===== src/rtl/wp_filter.sv =====
module wp_filter #(
  parameter int ADDR_W = 9,
  parameter int DATA_W = 8,
  parameter int PAGE_W = 6
) (
  input  logic              clk,
  input  logic              rst_n,
  input  logic              cfg_we,
  input  logic [2:0]        cfg_code,
  output logic [2:0]        lock_code,
  input  logic              wr_valid,
  input  logic [ADDR_W-1:0] wr_addr,
  input  logic [DATA_W-1:0] wr_data,
  input  logic              rd_valid,
  input  logic [ADDR_W-1:0] rd_addr,
  output logic              mem_we,
  output logic [ADDR_W-1:0] mem_waddr,
  output logic [DATA_W-1:0] mem_wdata,
  output logic              mem_re,
  output logic [ADDR_W-1:0] mem_raddr,
  output logic              wr_blocked
);

  // page index width; at least 3 so that eight pages fit
  localparam int PG_W = ADDR_W - PAGE_W;

  logic [PG_W-1:0] page;
  logic [PG_W:0]   page_lim;
  logic            hit;

  assign page     = wr_addr[ADDR_W-1:PAGE_W];
  assign page_lim = (PG_W+1)'(1) << lock_code[1:0];

  always_comb begin
    case (lock_code)
      3'b000:  hit = 1'b0;
      3'b001:  hit = &wr_addr[ADDR_W-1 -: 2];
      3'b010:  hit = wr_addr[ADDR_W-1];
      3'b011:  hit = 1'b1;
      default: hit = {1'b0, page} < page_lim;
    endcase
  end

  always_ff @(posedge clk) begin
    if (!rst_n) begin
      lock_code  <= 3'b000;
      mem_we     <= 1'b0;
      mem_re     <= 1'b0;
      wr_blocked <= 1'b0;
      mem_waddr  <= '0;
      mem_wdata  <= '0;
      mem_raddr  <= '0;
    end else begin
      if (cfg_we) lock_code <= cfg_code;
      mem_we     <= wr_valid & ~hit;
      wr_blocked <= wr_valid & hit;
      mem_re     <= rd_valid;
      if (wr_valid) begin
        mem_waddr <= wr_addr;
        mem_wdata <= wr_data;
      end
      if (rd_valid) mem_raddr <= rd_addr;
    end
  end


  we_blk_excl_chk: assert property (@(posedge clk) disable iff (!rst_n)
    !(mem_we && wr_blocked));


  blk_cause_chk: assert property (@(posedge clk) disable iff (!rst_n)
    wr_blocked |-> $past(wr_valid));


  fwd_addr_chk: assert property (@(posedge clk) disable iff (!rst_n)
    mem_we |-> ($past(wr_valid) && mem_waddr == $past(wr_addr) && mem_wdata == $past(wr_data)));


  rd_pass_chk: assert property (@(posedge clk) disable iff (!rst_n)
    rd_valid |=> (mem_re && mem_raddr == $past(rd_addr)));


  open_pass_chk: assert property (@(posedge clk) disable iff (!rst_n)
    (wr_valid && lock_code == 3'b000) |=> mem_we);


  full_lock_chk: assert property (@(posedge clk) disable iff (!rst_n)
    (wr_valid && lock_code == 3'b011) |=> wr_blocked);

endmodule


===== config.mk =====
export PLATFORM = sky130hd
export DESIGN_NAME = wp_filter
export DESIGN_NICKNAME = d
export VERILOG_FILES = /design/src/rtl/wp_filter.sv
export SDC_FILE = /design/constraint.sdc
export NUM_CORES = 1
export LEC_CHECK = 0
export BUFFER_PORTS_ARGS = -buffer_cell sky130_fd_sc_hd__buf_4
export CAP_MARGIN = 10
export CORE_ASPECT_RATIO = 1.1
export CORE_MARGIN = 4
export CORE_UTILIZATION = 45
export DETAILED_ROUTE_END_ITERATION = 8
export GPL_TIMING_DRIVEN = 0
export PLACE_DENSITY = 0.85
export SYNTH_ARGS = -nofsm -noshare
export SYNTH_HDL_FRONTEND = slang
export SYNTH_SLANG_ARGS = --single-unit
export TNS_END_PERCENT = 30

===== constraint.sdc =====
create_clock -name clk -period 2.4 [get_ports clk]
set_input_delay 0.36 -clock clk [delete_from_list [all_inputs] [get_ports clk]]
set_output_delay 0.36 -clock clk [all_outputs]
set_load 0.1 [all_outputs]

==> reports/metrics.cfg, run 1 <==
[status]
outcome=finished clean

[synthesis]
yosysWarnings=0
async_flop_share=0
netlist_top_cells_count=dfxtp_1, mux2i_1, nor2b_1
netlist_instances=112
synth_ff_type=dfxtp_1
synth.top_cell.area_share=0.501
netlist_top_cells_area=dfxtp_1, mux2i_1, nor2b_1
ys_ff_latch=32
syn-cell-area_mm2=0.00128
synth_most_common_cell=dfxtp_1
synth_edf_count=0
avgSynthCellArea_um2=11.4
synth.largest_area_cell=dfxtp_1
synth_cell_types=19
synthesis.nets=148
seq_area_frac_synth=0.501

[worst_setup_path]
cpMaxStageDelayCell=dfxtp_1
cp.arrival_ps=1800
cp.required_ps=2630
r2r_slack_ps=830
crit_type=flip-flop to flip-flop
cp_max_fo=8
critical_path.max_stage_delay_ps=470
rr_endpoint=wr_blocked$_SDFF_PN0_
crit_path_start_kind=flip-flop
crit_chain=or2b_1 -> ha_1 -> o31a_1 -> o211ai_2 -> a32o_1
critical_path.top_delay_family=flip-flops
regToRegStartpoint=lock_code[0]$_SDFFE_PN0P_
r2r.worst_path.cells=5
cp-end-kind=flip-flop
crit_buf_inv=0

[sta]
rsz0062_at_grt=no
maxSlewHeadroom=0.791
fin_crit_ps=1570
fin_crit_sh=0.653
hold_violations=0
drv_slew=0
fmax_mhz=638
fin_ws_ps=832
holdWs_ps=279
fin_worst_skew_ps=1.25
tightestPinTransition_ps=314
setup_viol=0
fin_setup_tns_ps=0

[power]
leakagePower_nw=0.900
total_power_mw=1.31
pwr-share-clk=0.244
power_density_mw_per_mm2=709
p_comb_frac=0.313
seqPwrFrac=0.444
swShare=0.370
ir_drop_mv=0.482
p_int_mw=0.826
netSwitchingPower_mw=0.486

[final_layout]
fin_util=0.673
layout-drive-gt1-share=0.421
area.growth.synth_to_final_pct=44.8
diodes=0
layout.nets=218
fillerInstances=236

[drt]
route.met2.wl_mm=1.54
drt-met1-wl_mm=1.13
detail_route.wl_per_cell_um=13.6
wirelength_mm=2.94
drt_iter0_drc=8
post_drt_via_cell_ratio=4.81
wl_met3_um=188
drcViolationCount=0
dr.pass1.iters=4
ant_nets=0
dr.max_layer_used=met4
dr_total_vias=1039

[min_path]
hp-class=input pin to flip-flop
min_from=cfg_code[0]
hold_end=lock_code[0]$_SDFFE_PN0P_
holdPathStages=3

[global_route]
grt_pass1_vias=1117
track_usage=0.174
overflow=0
grt_pass1_wl_mm=4.90
antenna_found_initial=0
grt_max_degree=11

[cts]
cts_tree=built
ctsResizeCount=0
holdBufCountCts=0
clock_path_buffers=2
cts_root_buf=clkbuf_4
htree_levels=2
cts_buffers=5
clock-sinks=32
post_cts_buffers=0
clock_latency_ps=330
clkSlewWorstSetupHoldPaths_ps=90

[die]
core_area_mm2=0.00275
die_h_um=63.9
pin_count=66
rows=20
die_area_mm2=0.00376
initial_utilization=0.465
die-width_um=58.8

[place]
dp_worst_setup_slack_ps=840
place_congestion=0.722
port_buffers=63
hpwl_mm=2.34

[job]
cap_violations=0

-- placed cells by master (no fill, tap or decap), types with 2 or more instances in the layout --
cell	count
dfxtp_1	32
mux2i_1	29
clkbuf_4	5
nand2_1	2
ha_1	2
buf_4	63
nor2b_1	29
clkbuf_1	5
buf_2	3
-- cells by family after synthesis --
family / count (synthesis) / synth area share
AND/OR/NAND/NOR: 36 / 0.179
flip-flops: 32 / 0.501
multiplexers: 29 / 0.227
AO/OA/AOI/OAI: 7 / 0.0528
buffers and inverters: 6 / 0.0205
adder cells (fa/ha/maj): 2 / 0.0196
-- registers in the layout, indices dropped and copies added (netlist names) --
register    cells
lock_code       3
mem_re          1
mem_wdata       8
mem_we          1
mem_raddr       9
mem_waddr       9
wr_blocked      1
-- tightest hold or removal path, stage by stage --
cell and delay (ps):
buf_4 80, mux2i_1 50, nor2b_1 90
-- metrics by stage --
step	area (µm²)	instances
after floorplan	1280	112
final	1850	216
after CTS	1850	216
after detailed placement	1790	208
after global placement	1790	208
after global routing	1850	216
-- worst max path at each step --
| stage | from | end | cells after the start |
|---|---|---|---|
| 5_1_grt | lock_code[0]$_SDFFE_PN0P_ | wr_blocked$_SDFF_PN0_ | 5 |
| 3_5_place_dp | lock_code[0]$_SDFFE_PN0P_ | wr_blocked$_SDFF_PN0_ | 5 |
| 3_3_place_gp | lock_code[0]$_SDFFE_PN0P_ | wr_blocked$_SDFF_PN0_ | 5 |
| 6_report | lock_code[0]$_SDFFE_PN0P_ | wr_blocked$_SDFF_PN0_ | 5 |
| 2_1_floorplan | lock_code[0]$_SDFFE_PN0P_ | mem_we$_SDFF_PN0_ | 5 |
| 4_1_cts | lock_code[0]$_SDFFE_PN0P_ | mem_we$_SDFF_PN0_ | 5 |
-- metal layers --
metal	vias up	GRT usage
met4	0	0.110
met2	29	0.287
met3	6	0.0505
li1	521	-
met5	-	0
met1	483	0.188
-- final cells by class --
| type | instances | area [µm²] | area share |
|---|---|---|---|
| buffer | 6 | 26.3 | 0.0142 |
| tap | 33 | 41.3 | 0.0223 |
| clock buffer | 8 | 58.8 | 0.0318 |
| timing repair buffer | 63 | 473 | 0.255 |
| multi-input combinational | 74 | 612 | 0.330 |
| sequential | 32 | 641 | 0.346 |
-- power by group through the flow --
stage	Sequential [mW]	Clock, mW	Combinational [mW]
2_1_floorplan	0.818	0	0.0797
3_3_place_gp	0.592	0	0.407
3_5_place_dp	0.594	0	0.413
4_1_cts	0.582	0.334	0.414
5_1_grt	0.587	0.351	0.429
6_report	0.582	0.320	0.411
Power figures use the tool's default switching activity.
==> run 2, diff against run 1 <==
--- a/config.mk
+++ b/config.mk
@@ -9,10 +9,10 @@
 export CAP_MARGIN = 10
 export CORE_ASPECT_RATIO = 1.1
 export CORE_MARGIN = 4
-export CORE_UTILIZATION = 45
+export CORE_UTILIZATION = 40
 export DETAILED_ROUTE_END_ITERATION = 8
 export GPL_TIMING_DRIVEN = 0
-export PLACE_DENSITY = 0.85
+export PLACE_DENSITY = 0.8
 export SYNTH_ARGS = -nofsm -noshare
 export SYNTH_HDL_FRONTEND = slang
 export SYNTH_SLANG_ARGS = --single-unit
==> constraint.sdc (replaced) <==
create_clock -name clk -period 1.3 [get_ports clk]
set_input_delay 0.195 -clock clk [delete_from_list [all_inputs] [get_ports clk]]
set_output_delay 0.195 -clock clk [all_outputs]
set_load 0.1 [all_outputs]
==> run 2 against run 1 <==
The flow now finishes with violations (setup timing). Critical path depth is the same. Critical endpoint is now mem_we$_SDFF_PN0_. Clock skew up 0.89 ps. Power is 85% higher. Hold slack worse by 160 ps. Global-route usage fell by 1.3 points. Combinational power up 88%. Maximum frequency is 10% higher. Count of clock-buffer cells in the layout unchanged.
==> reports/metrics.cfg, run 2 (synthesis results as in run 1) <==
[worst_setup_path]
critical_path.max_stage_delay_ps=370  ; was 470 ps
crit_buf_inv=0  ; unchanged
cp-end-kind=flip-flop  ; unchanged
crit_path_start_kind=flip-flop  ; unchanged
cp_max_fo=4  ; was 8
cpMaxStageDelayCell=dfxtp_4  ; was dfxtp_1
crit_type=flip-flop to flip-flop  ; unchanged
cp.required_ps=1540  ; was 2630 ps
r2r_slack_ps=-120  ; was 830 ps
cp.arrival_ps=1660  ; was 1800 ps
crit_chain=or2b_1 -> ha_1 -> o31a_1 -> o211ai_2 -> a311oi_2  ; was or2b_1 -> ha_1 -> o31a_1 -> o211ai_2 -> a32o_1
critical_path.top_delay_family=compound AO/OA/AOI/OAI gates  ; was flip-flops

[power]
leakagePower_nw=0.918  ; was 0.900 nW
power_density_mw_per_mm2=1280  ; was 709 mW/mm²
ir_drop_mv=0.906  ; was 0.482 mV

[drt]
drcViolationCount=0  ; unchanged
wirelength_mm=3.07  ; was 2.94 mm
ant_nets=0  ; unchanged
post_drt_via_cell_ratio=4.72  ; was 4.81
detail_route.wl_per_cell_um=13.9  ; was 13.6 µm
dr.pass1.iters=3  ; was 4
drt_iter0_drc=9  ; was 8
dr_total_vias=1039  ; unchanged

[place]
port_buffers=63  ; unchanged
hpwl_mm=2.44  ; was 2.34 mm
dp_worst_setup_slack_ps=-135  ; was 840 ps
place_congestion=0.797  ; was 0.722
post_dp_cell_area_mm2=0.00180  ; was 0.00179 mm²

[cts]
cts_root_buf=clkbuf_4  ; unchanged
clock_latency_ps=320  ; was 330 ps
clkSlewWorstSetupHoldPaths_ps=90  ; about the same
cts_buffers=5  ; unchanged
clock_path_buffers=2  ; unchanged
cts_tree=built  ; unchanged
htree_levels=2  ; unchanged
clock-sinks=32  ; unchanged

[status]
violations=setup timing
outcome=complete, but fails checks  ; was finished clean

[final_layout]
fin_area_mm2=0.00189  ; was 0.00185 mm²
multi_input_area_um2=612  ; unchanged
layout-drive-gt1-share=0.446  ; was 0.421
diodes=0  ; unchanged
layout.nets=221  ; was 218
area.growth.synth_to_final_pct=47.7  ; was 44.8%
fillerInstances=243  ; was 236
final_common_cell=buf_4  ; unchanged
seq_area_um2=649  ; was 641 µm²
reg.largest.list=mem_raddr (9), mem_waddr (9), mem_wdata (8)  ; unchanged
final_cell_mix=buf_4, mux2i_1, nor2b_1, dfxtp_1  ; was buf_4, dfxtp_1, mux2i_1, nor2b_1

[die]
die_h_um=67.3  ; was 63.9 µm
core_area_mm2=0.00305  ; was 0.00275 mm²
die_area_mm2=0.00417  ; was 0.00376 mm²
initial_utilization=0.420  ; was 0.465
rows=21  ; was 20
die-width_um=61.9  ; was 58.8 µm
pin_count=66  ; unchanged

[global_route]
antenna_found_initial=0  ; unchanged
grt_pass1_wl_mm=4.73  ; was 4.90 mm
grt_max_degree=11  ; unchanged
track_usage=0.161  ; was 0.174
overflow=0  ; unchanged
grt_pass1_vias=1034  ; was 1,117

[sta]
fin_worst_skew_ps=2.14  ; was 1.25 ps
fin_setup_tns_ps=-234  ; was 0 ps
fmax_mhz=702  ; was 638 MHz
maxSlewHeadroom=0.788  ; was 0.791
fin_crit_sh=1.10  ; was 0.653
hold_violations=0  ; unchanged
setup_viol=2  ; was 0
rsz0062_at_grt=yes  ; was no
tightestPinTransition_ps=318  ; was 314 ps
fin_crit_ps=1420  ; was 1570 ps
fin_ws_ps=-124  ; was 832 ps
drv_slew=0  ; unchanged

[job]
cap_violations=0  ; unchanged

[min_path]
hp-class=input pin to flip-flop  ; unchanged

==> run 2: cell count changes in the layout (fill, tap and decap cells not counted) <==
cell,previous run,this run
buf_4,63,65
buf_6,0,1
dfxtp_1,32,29
dfxtp_2,0,1
dfxtp_4,0,2
==> run 2: path summary, 6_finish.rpt <==
check                                            endpoint                 startpoint  cells after the start
worst max-delay path                    mem_we$_SDFF_PN0_  lock_code[0]$_SDFFE_PN0P_                      5
worst min-delay path            mem_wdata[3]$_SDFFE_PN0P_                 wr_data[3]                      3
worst max register to register          mem_we$_SDFF_PN0_  lock_code[0]$_SDFFE_PN0P_                      5
worst min register to register          mem_we$_SDFF_PN0_  lock_code[2]$_SDFFE_PN0P_                      1
==> run 2: worst min-delay path, stage by stage <==
cell and delay [ps]:
buf_4 70, mux2i_1 50, nor2b_1 90
==> run 2: area by class of cell <==
type / instances / share of cell area
multi-input combinational: 74 / 0.324
buffer: 6 / 0.0139
clock buffer: 8 / 0.0311
timing repair buffer: 66 / 0.264
sequential: 32 / 0.344
tap: 34 / 0.0225
==> run 2: per-layer routing <==
metal	wire length (µm)	track usage	share of wire
met2	1700	0.267	0.55
met3	207	0.0688	0.068
met4	51	0.0769	0.017
met5	0	0	0
met1	1110	0.172	0.36
==> run 2: what timing repair did <==
action	CTS	global route
pin swaps	0	0
hold buffers	0	0
endpoints found under the setup margin	2	3
resized for setup	0	1
buffers inserted	3	0
==> run 2: stage by stage <==
stage	utilization	instances	hold slack (ps)	power, mW
floorplan	-	112	339	1.66
global placement	0.592	209	450	1.84
detailed placement	0.592	209	460	1.86
CTS	0.618	220	106	2.45
global route	0.619	220	97.4	2.54
finish	0.619	220	123	2.42
==> run 2: report_power, final <==
part / switching [mW] / internal [mW]
Clock: 0.312 / 0.267
Combinational: 0.544 / 0.228
Sequential: 0.0339 / 1.04
==> run 3, diff against run 2 <==
--- a/config.mk
+++ b/config.mk
@@ -9,10 +9,10 @@
 export CAP_MARGIN = 10
 export CORE_ASPECT_RATIO = 1.1
 export CORE_MARGIN = 4
-export CORE_UTILIZATION = 40
+export CORE_UTILIZATION = 30
 export DETAILED_ROUTE_END_ITERATION = 8
 export GPL_TIMING_DRIVEN = 0
-export PLACE_DENSITY = 0.8
+export PLACE_DENSITY = 0.64
 export SYNTH_ARGS = -nofsm -noshare
 export SYNTH_HDL_FRONTEND = slang
 export SYNTH_SLANG_ARGS = --single-unit
==> run 3 against run 2 <==
The run still ends with setup timing left. Sequential cell count is the same. Via count grew 5.1%. Die area grew 29%. Non-clock buffer count is the same.
==> reports/metrics.cfg, run 3 (synthesis results as in run 1) <==
[drt]
ant_nets=0  ; unchanged
drt_iter0_drc=63  ; was 9
dr_total_vias=1092  ; was 1,039
wl_met3_um=212  ; was 207 µm
drt-met1-wl_mm=1.23  ; was 1.11 mm
wirelength_mm=3.25  ; was 3.07 mm
route.met2.wl_mm=1.70  ; about the same
post_drt_via_cell_ratio=4.59  ; was 4.72
dr.pass1.iters=4  ; was 3
drcViolationCount=0  ; unchanged
detail_route.wl_per_cell_um=13.6  ; was 13.9 µm
dr.max_layer_used=met4  ; unchanged

[global_route]
grt_max_degree=11  ; unchanged
grt_pass1_vias=1150  ; was 1,034
overflow=0  ; unchanged
grt_pass1_wl_mm=5.26  ; was 4.73 mm
track_usage=0.123  ; was 0.161
antenna_found_initial=0  ; unchanged

[die]
rows=24  ; was 21
core_area_mm2=0.00405  ; was 0.00305 mm²
die-width_um=70.3  ; was 61.9 µm
pin_count=66  ; unchanged
initial_utilization=0.315  ; was 0.420
die_area_mm2=0.00537  ; was 0.00417 mm²
die_h_um=76.5  ; was 67.3 µm

[power]
power_density_mw_per_mm2=1340  ; was 1280 mW/mm²
ir_drop_mv=0.630  ; was 0.906 mV
leakagePower_nw=0.935  ; was 0.918 nW
total_power_mw=2.61  ; was 2.42 mW

[worst_setup_path]
crit_type=flip-flop to flip-flop  ; unchanged
cp.required_ps=1470  ; was 1540 ps
critical_path.top_delay_family=compound AO/OA/AOI/OAI gates  ; unchanged
cpMaxStageDelayCell=dfxtp_4  ; unchanged
cp_max_fo=4  ; unchanged
crit_path_start_kind=flip-flop  ; unchanged
critical_path.max_stage_delay_ps=360  ; was 370 ps
crit_chain=or2b_1 -> ha_1 -> o31a_1 -> o211ai_2 -> a32o_1  ; was or2b_1 -> ha_1 -> o31a_1 -> o211ai_2 -> a311oi_2
cp-end-kind=flip-flop  ; unchanged
cp.arrival_ps=1590  ; was 1660 ps
crit_buf_inv=0  ; unchanged

[cts]
clock_latency_ps=270  ; was 320 ps
cts_buffers=5  ; unchanged
clock_path_buffers=2  ; unchanged
cts_root_buf=clkbuf_8  ; was clkbuf_4
htree_levels=2  ; unchanged
post_cts_buffers=3  ; unchanged
clkSlewWorstSetupHoldPaths_ps=60  ; was 90 ps
ctsResizeCount=0  ; unchanged
holdBufCountCts=0  ; unchanged
cts_tree=built  ; unchanged
clock-sinks=32  ; unchanged

[final_layout]
area.growth.synth_to_final_pct=51.8  ; was 47.7%
final_cell_count_no_fill=238  ; was 220
final_cell_mix=buf_4, mux2i_1, nor2b_1, dfxtp_1, clkbuf_8  ; was buf_4, mux2i_1, nor2b_1, dfxtp_1
diodes=0  ; unchanged
layout-drive-gt1-share=0.457  ; was 0.446
final_common_cell=buf_4  ; unchanged
fin_util=0.479  ; was 0.619
layout.nets=221  ; unchanged
reg.largest.list=mem_raddr (9), mem_waddr (9), mem_wdata (8)  ; unchanged

[sta]
fin_crit_sh=1.10  ; about the same
fmax_mhz=701  ; was 702 MHz
fin_crit_ps=1430  ; was 1420 ps
hold_violations=0  ; unchanged
setup_viol=2  ; unchanged
drv_slew=0  ; unchanged
tightestPinTransition_ps=317  ; was 318 ps
fin_setup_tns_ps=-246  ; was -234 ps
rsz0062_at_grt=yes  ; unchanged
fin_ws_ps=-126  ; was -124 ps
fin_worst_skew_ps=0.894  ; was 2.14 ps
maxSlewHeadroom=0.788  ; about the same

[place]
place_congestion=0.721  ; was 0.797
port_buffers=63  ; unchanged
dp.cells=227  ; was 209

[status]
violations=setup timing  ; unchanged
outcome=complete, but fails checks  ; unchanged

[job]
cap_violations=0  ; unchanged

[min_path]
hp-class=input pin to flip-flop  ; unchanged

==> run 3: power breakdown <==
part           internal (mW)  total, mW  switching, mW
Clock                  0.421      0.760          0.339
Combinational          0.227      0.775          0.548
Sequential              1.04       1.07         0.0337
Total                   1.69       2.61          0.920
==> run 3: worst paths after layout <==
kind                                                start  slack (ps)  cells past startpoint                        end
worst min register to register  lock_code[2]$_SDFFE_PN0P_         520                      1          mem_we$_SDFF_PN0_
worst max-delay path            lock_code[0]$_SDFFE_PN0P_        -130                      5      wr_blocked$_SDFF_PN0_
worst max register to register  lock_code[0]$_SDFFE_PN0P_        -130                      5      wr_blocked$_SDFF_PN0_
worst min-delay path                           rd_addr[2]         180                      3  mem_raddr[2]$_SDFFE_PN0P_
==> run 3: tightest hold or removal path, cell delays in order <==
cell and delay (ps):
buf_4 80, mux2i_1 50, nor2b_1 90
==> run 3: layer usage <==
layer | up-vias | GRT usage
li1 | 528 | -
met1 | 515 | 0.131
met2 | 40 | 0.217
met3 | 9 | 0.0343
met4 | 0 | 0.0594
met5 | - | 0
==> run 3: through the flow <==
stage                     hold slack, ps  worst slack, ps  area, µm²
final                                176             -126       1940
after global routing                 180             -177       1940
after CTS                            167             -117       1940
after detailed placement             465             -130       1830
after global placement               453             -129       1830
after floorplan                      339             -302       1290
==> run 3: layout make-up <==
class                           count  area (µm²)
Tap cell                           52        65.1
Clock buffer                        6        82.6
Clock inverter                      2        10.0
Sequential cell                    32         649
Buffer                              6        26.3
Fill cell                         396        2110
Multi-Input combinational cell     74         612
Timing Repair Buffer               66         495
